--- config.mk ---
export PLATFORM = sky130hd
export DESIGN_NAME = bus_exchanger
export DESIGN_NICKNAME = d
export VERILOG_FILES = /design/src/rtl/xlat_pkg.sv /design/src/rtl/xlat_stage.sv /design/src/rtl/xlat_ret_mux.sv /design/src/rtl/xlat_drive.sv /design/src/rtl/bus_exchanger.sv
export SDC_FILE = /design/constraint.sdc
export NUM_CORES = 1
export LEC_CHECK = 0
export ABC_AREA = 1
export BUFFER_PORTS_ARGS = -buffer_cell sky130_fd_sc_hd__buf_2
export CAP_MARGIN = 30
export CORE_UTILIZATION = 52
export DETAILED_ROUTE_END_ITERATION = 12
export PLACE_DENSITY = 0.84
export SLEW_MARGIN = 10
export SYNTH_ARGS = -nofsm -noshare
export SYNTH_HDL_FRONTEND = slang
export SYNTH_SLANG_ARGS = --single-unit
--- constraint.sdc ---
create_clock -name clk_i -period 3.2 [get_ports clk_i]
set_clock_uncertainty 0.1 [all_clocks]
set_input_delay 0.96 -clock clk_i [delete_from_list [all_inputs] [get_ports clk_i]]
set_output_delay 0.96 -clock clk_i [all_outputs]
set_load 0.01 [all_outputs]
--- src/rtl/xlat_pkg.sv ---
package xlat_pkg;
  localparam int unsigned NUM_BANKS = 2;
  typedef enum logic {
    RET_BANK2 = 1'b0,
    RET_BANK1 = 1'b1
  } ret_sel_e;
endpackage

--- src/rtl/xlat_stage.sv ---
module xlat_stage #(
  parameter int unsigned WIDTH = 12
) (
  input  logic             clk_i,
  input  logic             rst_ni,
  input  logic             le_i,
  input  logic [WIDTH-1:0] d_i,
  output logic [WIDTH-1:0] q_o
);
  logic [WIDTH-1:0] held_q;

  always_ff @(posedge clk_i or negedge rst_ni) begin
    if (!rst_ni)   held_q <= '0;
    else if (le_i) held_q <= d_i;
  end

  // transparent while enabled
  assign q_o = le_i ? d_i : held_q;

  p_hold_r3: assert property (@(posedge clk_i) disable iff (!rst_ni)
    (!le_i && $past(!le_i)) |-> $stable(q_o));
endmodule

--- src/rtl/xlat_ret_mux.sv ---
module xlat_ret_mux
  import xlat_pkg::*;
#(
  parameter int unsigned WIDTH = 12
) (
  input  logic [NUM_BANKS-1:0][WIDTH-1:0] ret_i,
  input  logic                            sel_i,
  output logic [WIDTH-1:0]                y_o
);
  ret_sel_e sel;
  assign sel = ret_sel_e'(sel_i);

  always_comb begin
    unique case (sel)
      RET_BANK1: y_o = ret_i[0];
      default:   y_o = ret_i[1];
    endcase
  end
endmodule

--- src/rtl/xlat_drive.sv ---
module xlat_drive #(
  parameter int unsigned WIDTH = 12
) (
  input  logic             oe_ni,
  input  logic [WIDTH-1:0] d_i,
  output logic [WIDTH-1:0] d_o,
  output logic             oe_o
);
  assign oe_o = ~oe_ni;
  assign d_o  = oe_ni ? '0 : d_i;
endmodule

--- src/rtl/bus_exchanger.sv ---
module bus_exchanger
  import xlat_pkg::*;
#(
  parameter int unsigned WIDTH = 12
) (
  input  logic             clk_i,
  input  logic             rst_ni,
  input  logic [WIDTH-1:0] a_d_i,
  output logic [WIDTH-1:0] a_d_o,
  output logic             a_oe_o,
  input  logic [WIDTH-1:0] b1_d_i,
  output logic [WIDTH-1:0] b1_d_o,
  output logic             b1_oe_o,
  input  logic [WIDTH-1:0] b2_d_i,
  output logic [WIDTH-1:0] b2_d_o,
  output logic             b2_oe_o,
  input  logic             a2b1_le_i,
  input  logic             a2b2_le_i,
  input  logic             b1a_le_i,
  input  logic             b2a_le_i,
  input  logic             ret_sel_i,
  input  logic             a_oe_ni,
  input  logic             b1_oe_ni,
  input  logic             b2_oe_ni
);
  logic [NUM_BANKS-1:0][WIDTH-1:0] bank_in, fwd_q, ret_q, bank_out;
  logic [NUM_BANKS-1:0]            fwd_le, ret_le, bank_oe_n, bank_oe;
  logic [WIDTH-1:0]                ret_y;

  assign bank_in   = {b2_d_i, b1_d_i};
  assign fwd_le    = {a2b2_le_i, a2b1_le_i};
  assign ret_le    = {b2a_le_i, b1a_le_i};
  assign bank_oe_n = {b2_oe_ni, b1_oe_ni};

  for (genvar b = 0; b < NUM_BANKS; b++) begin : g_bank
    xlat_stage #(.WIDTH(WIDTH)) u_fwd (
      .clk_i(clk_i), .rst_ni(rst_ni), .le_i(fwd_le[b]),
      .d_i(a_d_i), .q_o(fwd_q[b])
    );
    xlat_stage #(.WIDTH(WIDTH)) u_ret (
      .clk_i(clk_i), .rst_ni(rst_ni), .le_i(ret_le[b]),
      .d_i(bank_in[b]), .q_o(ret_q[b])
    );
    xlat_drive #(.WIDTH(WIDTH)) u_drv (
      .oe_ni(bank_oe_n[b]), .d_i(fwd_q[b]),
      .d_o(bank_out[b]), .oe_o(bank_oe[b])
    );
  end

  xlat_ret_mux #(.WIDTH(WIDTH)) u_mux (
    .ret_i(ret_q), .sel_i(ret_sel_i), .y_o(ret_y)
  );

  xlat_drive #(.WIDTH(WIDTH)) u_a_drv (
    .oe_ni(a_oe_ni), .d_i(ret_y), .d_o(a_d_o), .oe_o(a_oe_o)
  );

  assign b1_d_o  = bank_out[0];
  assign b2_d_o  = bank_out[1];
  assign b1_oe_o = bank_oe[0];
  assign b2_oe_o = bank_oe[1];

  p_transparent_r2: assert property (@(posedge clk_i) disable iff (!rst_ni)
    (a2b1_le_i && !b1_oe_ni) |-> (b1_d_o == a_d_i));
  p_route_r5: assert property (@(posedge clk_i) disable iff (!rst_ni)
    (b1a_le_i && ret_sel_i && !a_oe_ni) |-> (a_d_o == b1_d_i));
  p_hiz_r6: assert property (@(posedge clk_i) disable iff (!rst_ni)
    a_oe_ni |-> (a_d_o == '0 && !a_oe_o));
  p_indep_r9: assert property (@(posedge clk_i) disable iff (!rst_ni)
    (!a2b1_le_i && !b1_oe_ni && $past(!a2b1_le_i) && $past(!b1_oe_ni))
      |-> $stable(b1_d_o));
endmodule

Word level (Yosys, flattened, before mapping) --
Index checks and enable logic that the tools add are counted. Widths: inputs -> output; s select.
Cells by class: mux-type cells 8, bitwise gates (word level) 3
Operators by type and width (number):
- $mux 12 | 8
- $not 1->1 | 3
Storage, ports and cells: output and inout bits 39, input bits 46, word-level logic and storage cells 15, bits in registers 48

Depth between registers and ports, before layout --
word-level depth 3, gate-level depth with buffers 6, mapped depth without buffers 5

Modules after synthesis --
From an unflattened synthesis, not the netlist that was laid out.
Unflattened totals: cell total of the unflattened synthesis 321, area total of the unflattened synthesis 2304.7 um^2
Modules (own cells, without submodules):
- xlat_stage | area each 457.9 um^2, cells an instance 51, seq. area each 300.3 um^2, times used 4
- xlat_drive | area each 105.1 um^2, cells an instance 26, seq. area each 0.0 um^2, times used 3
- xlat_ret_mux | area each 157.7 um^2, cells an instance 39, seq. area each 0.0 um^2, times used 1

Least setup slack after synthesis --
Ideal clock, no wire load.
path kind input-to-output, start point in ret_sel_i, end point out a_d_o[10], data required time 2.140 ns, arrival time 1.514 ns, buffers on the path 1, slack 0.626 ns, cell stages on the path 4, path through inv_1 > buf_2 > nor2_1 > nor2_1
Between the ends: cells in the longest elaborated chain, start to end 2
RTL lines:
- start, declared | RTL line bus_exchanger.sv:21 | input logic ret_sel_i,
- $mux 12 | RTL line xlat_ret_mux.sv:14 | unique case (sel)
- $mux 12 | RTL line xlat_drive.sv:10 | assign d_o = oe_ni ? '0 : d_i;
- end, declared | RTL line bus_exchanger.sv:9 | output logic [WIDTH-1:0] a_d_o,
No other way between the ends.

Worst setup path in the final report --
start point in b2a_le_i, end point out a_d_o[5]
Between the ends: cells in the longest elaborated chain, start to end 3
RTL lines:
- start, declared | RTL line bus_exchanger.sv:20 | input logic b2a_le_i,
- $mux 12
- $mux 12 | RTL line xlat_ret_mux.sv:14
- $mux 12 | RTL line xlat_drive.sv:10
No other way between the ends.

==> metrics.cfg <==
[detailed_routing]
vias=2026
drcViolationCount=0
wirelength_um=4910
drt_iter0_markers=94
wl_per_cell_um=11.8
ant_nets=0
viasPerCell=4.87
firstDrtPassIters=5

[yosys]
synth_sequential_area_ratio=0.544
syn-cell-area_um2=2210
synth_cell_type_count=12
avgSynthCellArea_um2=7.75
yosysWarnings=0
ys_ff_latch=48
syn_inst=285
synth_nets=331

[global_route]
grtUsageTotal=0.235
first_global_vias=1829
grt_use_met1=0.292
grt-busiest-layer=met2
grt_max_degree=25
grt_overflow_total=0
antenna_found_initial=0
use_met3=0.0642
met2_usage=0.385
grt_pass1_wl_um=7810

[power_and_ir_drop]
p_comb_frac=0.191
power_frac_seq=0.546
internal-power_w=0.000889
power.switching_w=0.000345
total_leakage_power_nw=1.62
design_power_total_w=0.00123
switching_share=0.280
irDropWorstVdd_v=0.000229
power.density_nw_per_um2=455
clockPowerShare=0.263

[cts]
cts_tree=yes
clock_sinks=48
cts_resized=0
clkTransAtPathRegs_ns=0.08
cts_made_buffers=5
clock_latency_ns=0.29
cts_setup_buffers=0
cts_max_path_buffers=2
cts-htree-levels=2
cts_hold_buffers=0
root_buffer=clkbuf_8

[final_layout]
layout_commonest_cell=nand2_1
final_cell_mix=nand2_1, buf_2, dfrtp_1
syn_to_final_growth_pct=22.8
layout-drive-gt1-share=0.298
layout.nets=414
final_util=0.673
antenna_cells=0
fill_cells=352

[worst_setup_path]
critPathBufInv=3
cp_cell_sequence=buf_2 -> inv_1 -> nand2_1 -> nand3_1 -> nand2_1 -> nor2_1 -> buf_2
cp.depth=7
critical_path_peak_fanout=13
crit_type=input port to output pin
crit_path_top_delay_cell=inv_1
reg2reg_depth=2
cp_slowest_stage_delay_ns=0.28
cp-end-kind=output pin
required_ns=2.14
path_delay_family=buffers and inverters
cp.arrival_ns=1.92
start_kind=input port

[timing]
setup_viol=0
hold_viol=0
whs_ns=0.370
fin_tns_setup_ns=0
finalCritPeriodShare=0.930
tightest_slew_ns=0.471
rsz0062_at_grt=no
slew_violations=0
finalWorstPathRequiredPeriod_ns=2.98
max_freq_ghz=0.336
maxSlewHeadroom=0.686

[placed_design]
io_buffers=84
dp_hpwl_um=3780
gp_congestion=0.805

[floorplan]
die_area_um2=4510
die_y_um=67.2
die_x_um=67.2
design.core.area_um2=4030
initial_core_util=0.548
rows=23
ios=85

[run_status]
outcome=completed

[run]
cap_violations=0

[worst_hold_path]
hold_path.class=flip-flop to flip-flop
hold_depth=2

==> power groups by stage <==
stage,registers (W),clock network (W),logic [W]
detailed placement,0.000687,0,0.000237
CTS,0.000675,0.000330,0.000238
floorplan,0.000682,0,0.000142
finish,0.000674,0.000324,0.000236
global route,0.000680,0.000356,0.000266
global placement,0.000685,0,0.000230
==> state kept, by name, indices dropped and copies added, names as in the netlist <==
signal	flops
g_bank.u_fwd.held_q	24
g_bank.u_ret.held_q	24
==> worst reg2reg max path, cell delays in order, from the launching register on <==
cell	delay, ns
dfrtp_1	0.38
nand2_1	0.08
nand2_1	0.08
==> per-layer routing <==
layer,share of wire,vias up
li1,-,1041
met1,0.44,897
met2,0.47,77
met3,0.068,11
met4,0.022,0
met5,0,-
==> final timing paths <==
kind / end / slack (ns) / start
worst max register to register: g_bank[0].u_fwd.held_q[10] / 2.44 / g_bank[0].u_fwd.held_q[10]
max in group asynchronous: g_bank[0].u_ret.held_q[1] / 1.90 / rst_ni
min in group asynchronous: g_bank[0].u_fwd.held_q[10] / 0.51 / rst_ni
worst max-delay path: a_d_o[5] / 0.22 / b2a_le_i
worst min-delay path: g_bank[0].u_fwd.held_q[8] / 0.37 / g_bank[0].u_fwd.held_q[8]
worst min register to register: g_bank[0].u_fwd.held_q[8] / 0.37 / g_bank[0].u_fwd.held_q[8]
==> synthesized netlist by cell type (all sizes together) <==
cell	instances	area (um2)
a21oi	24	120
buf	11	78.8
clkbuf	2	7.51
dfrtp	48	1200
inv	8	30.0
nand2	156	621
nand3	12	60.1
nor2	24	90.1
==> area by class of cell <==
class                      instances  area (um2)  share of cell area
tap                               50        62.6              0.0231
clock buffer                       5        68.8              0.0254
inverter                           8        30.0              0.0111
multi-input combinational        216         891               0.329
timing repair buffer              89         458               0.169
sequential                        48        1200               0.443
==> kinds of logic (layout without fill, tap and decap cells) <==
group | Yosys count | in the layout | share of synthesized area
compound gates | 24 | 24 | 0.0544
buf+inv | 21 | 102 | 0.0527
flops | 48 | 48 | 0.544
simple gates | 192 | 192 | 0.349
==> through the flow <==
stage / std cells / setup slack (ns) / cell area (um2)
finish: 416 / 0.223 / 2710
global placement: 411 / 0.219 / 2640
CTS: 416 / 0.208 / 2710
global route: 416 / 0.0732 / 2710
floorplan: 285 / 0.626 / 2210
detailed placement: 411 / 0.212 / 2640
(Power assumes the default switching activity.)
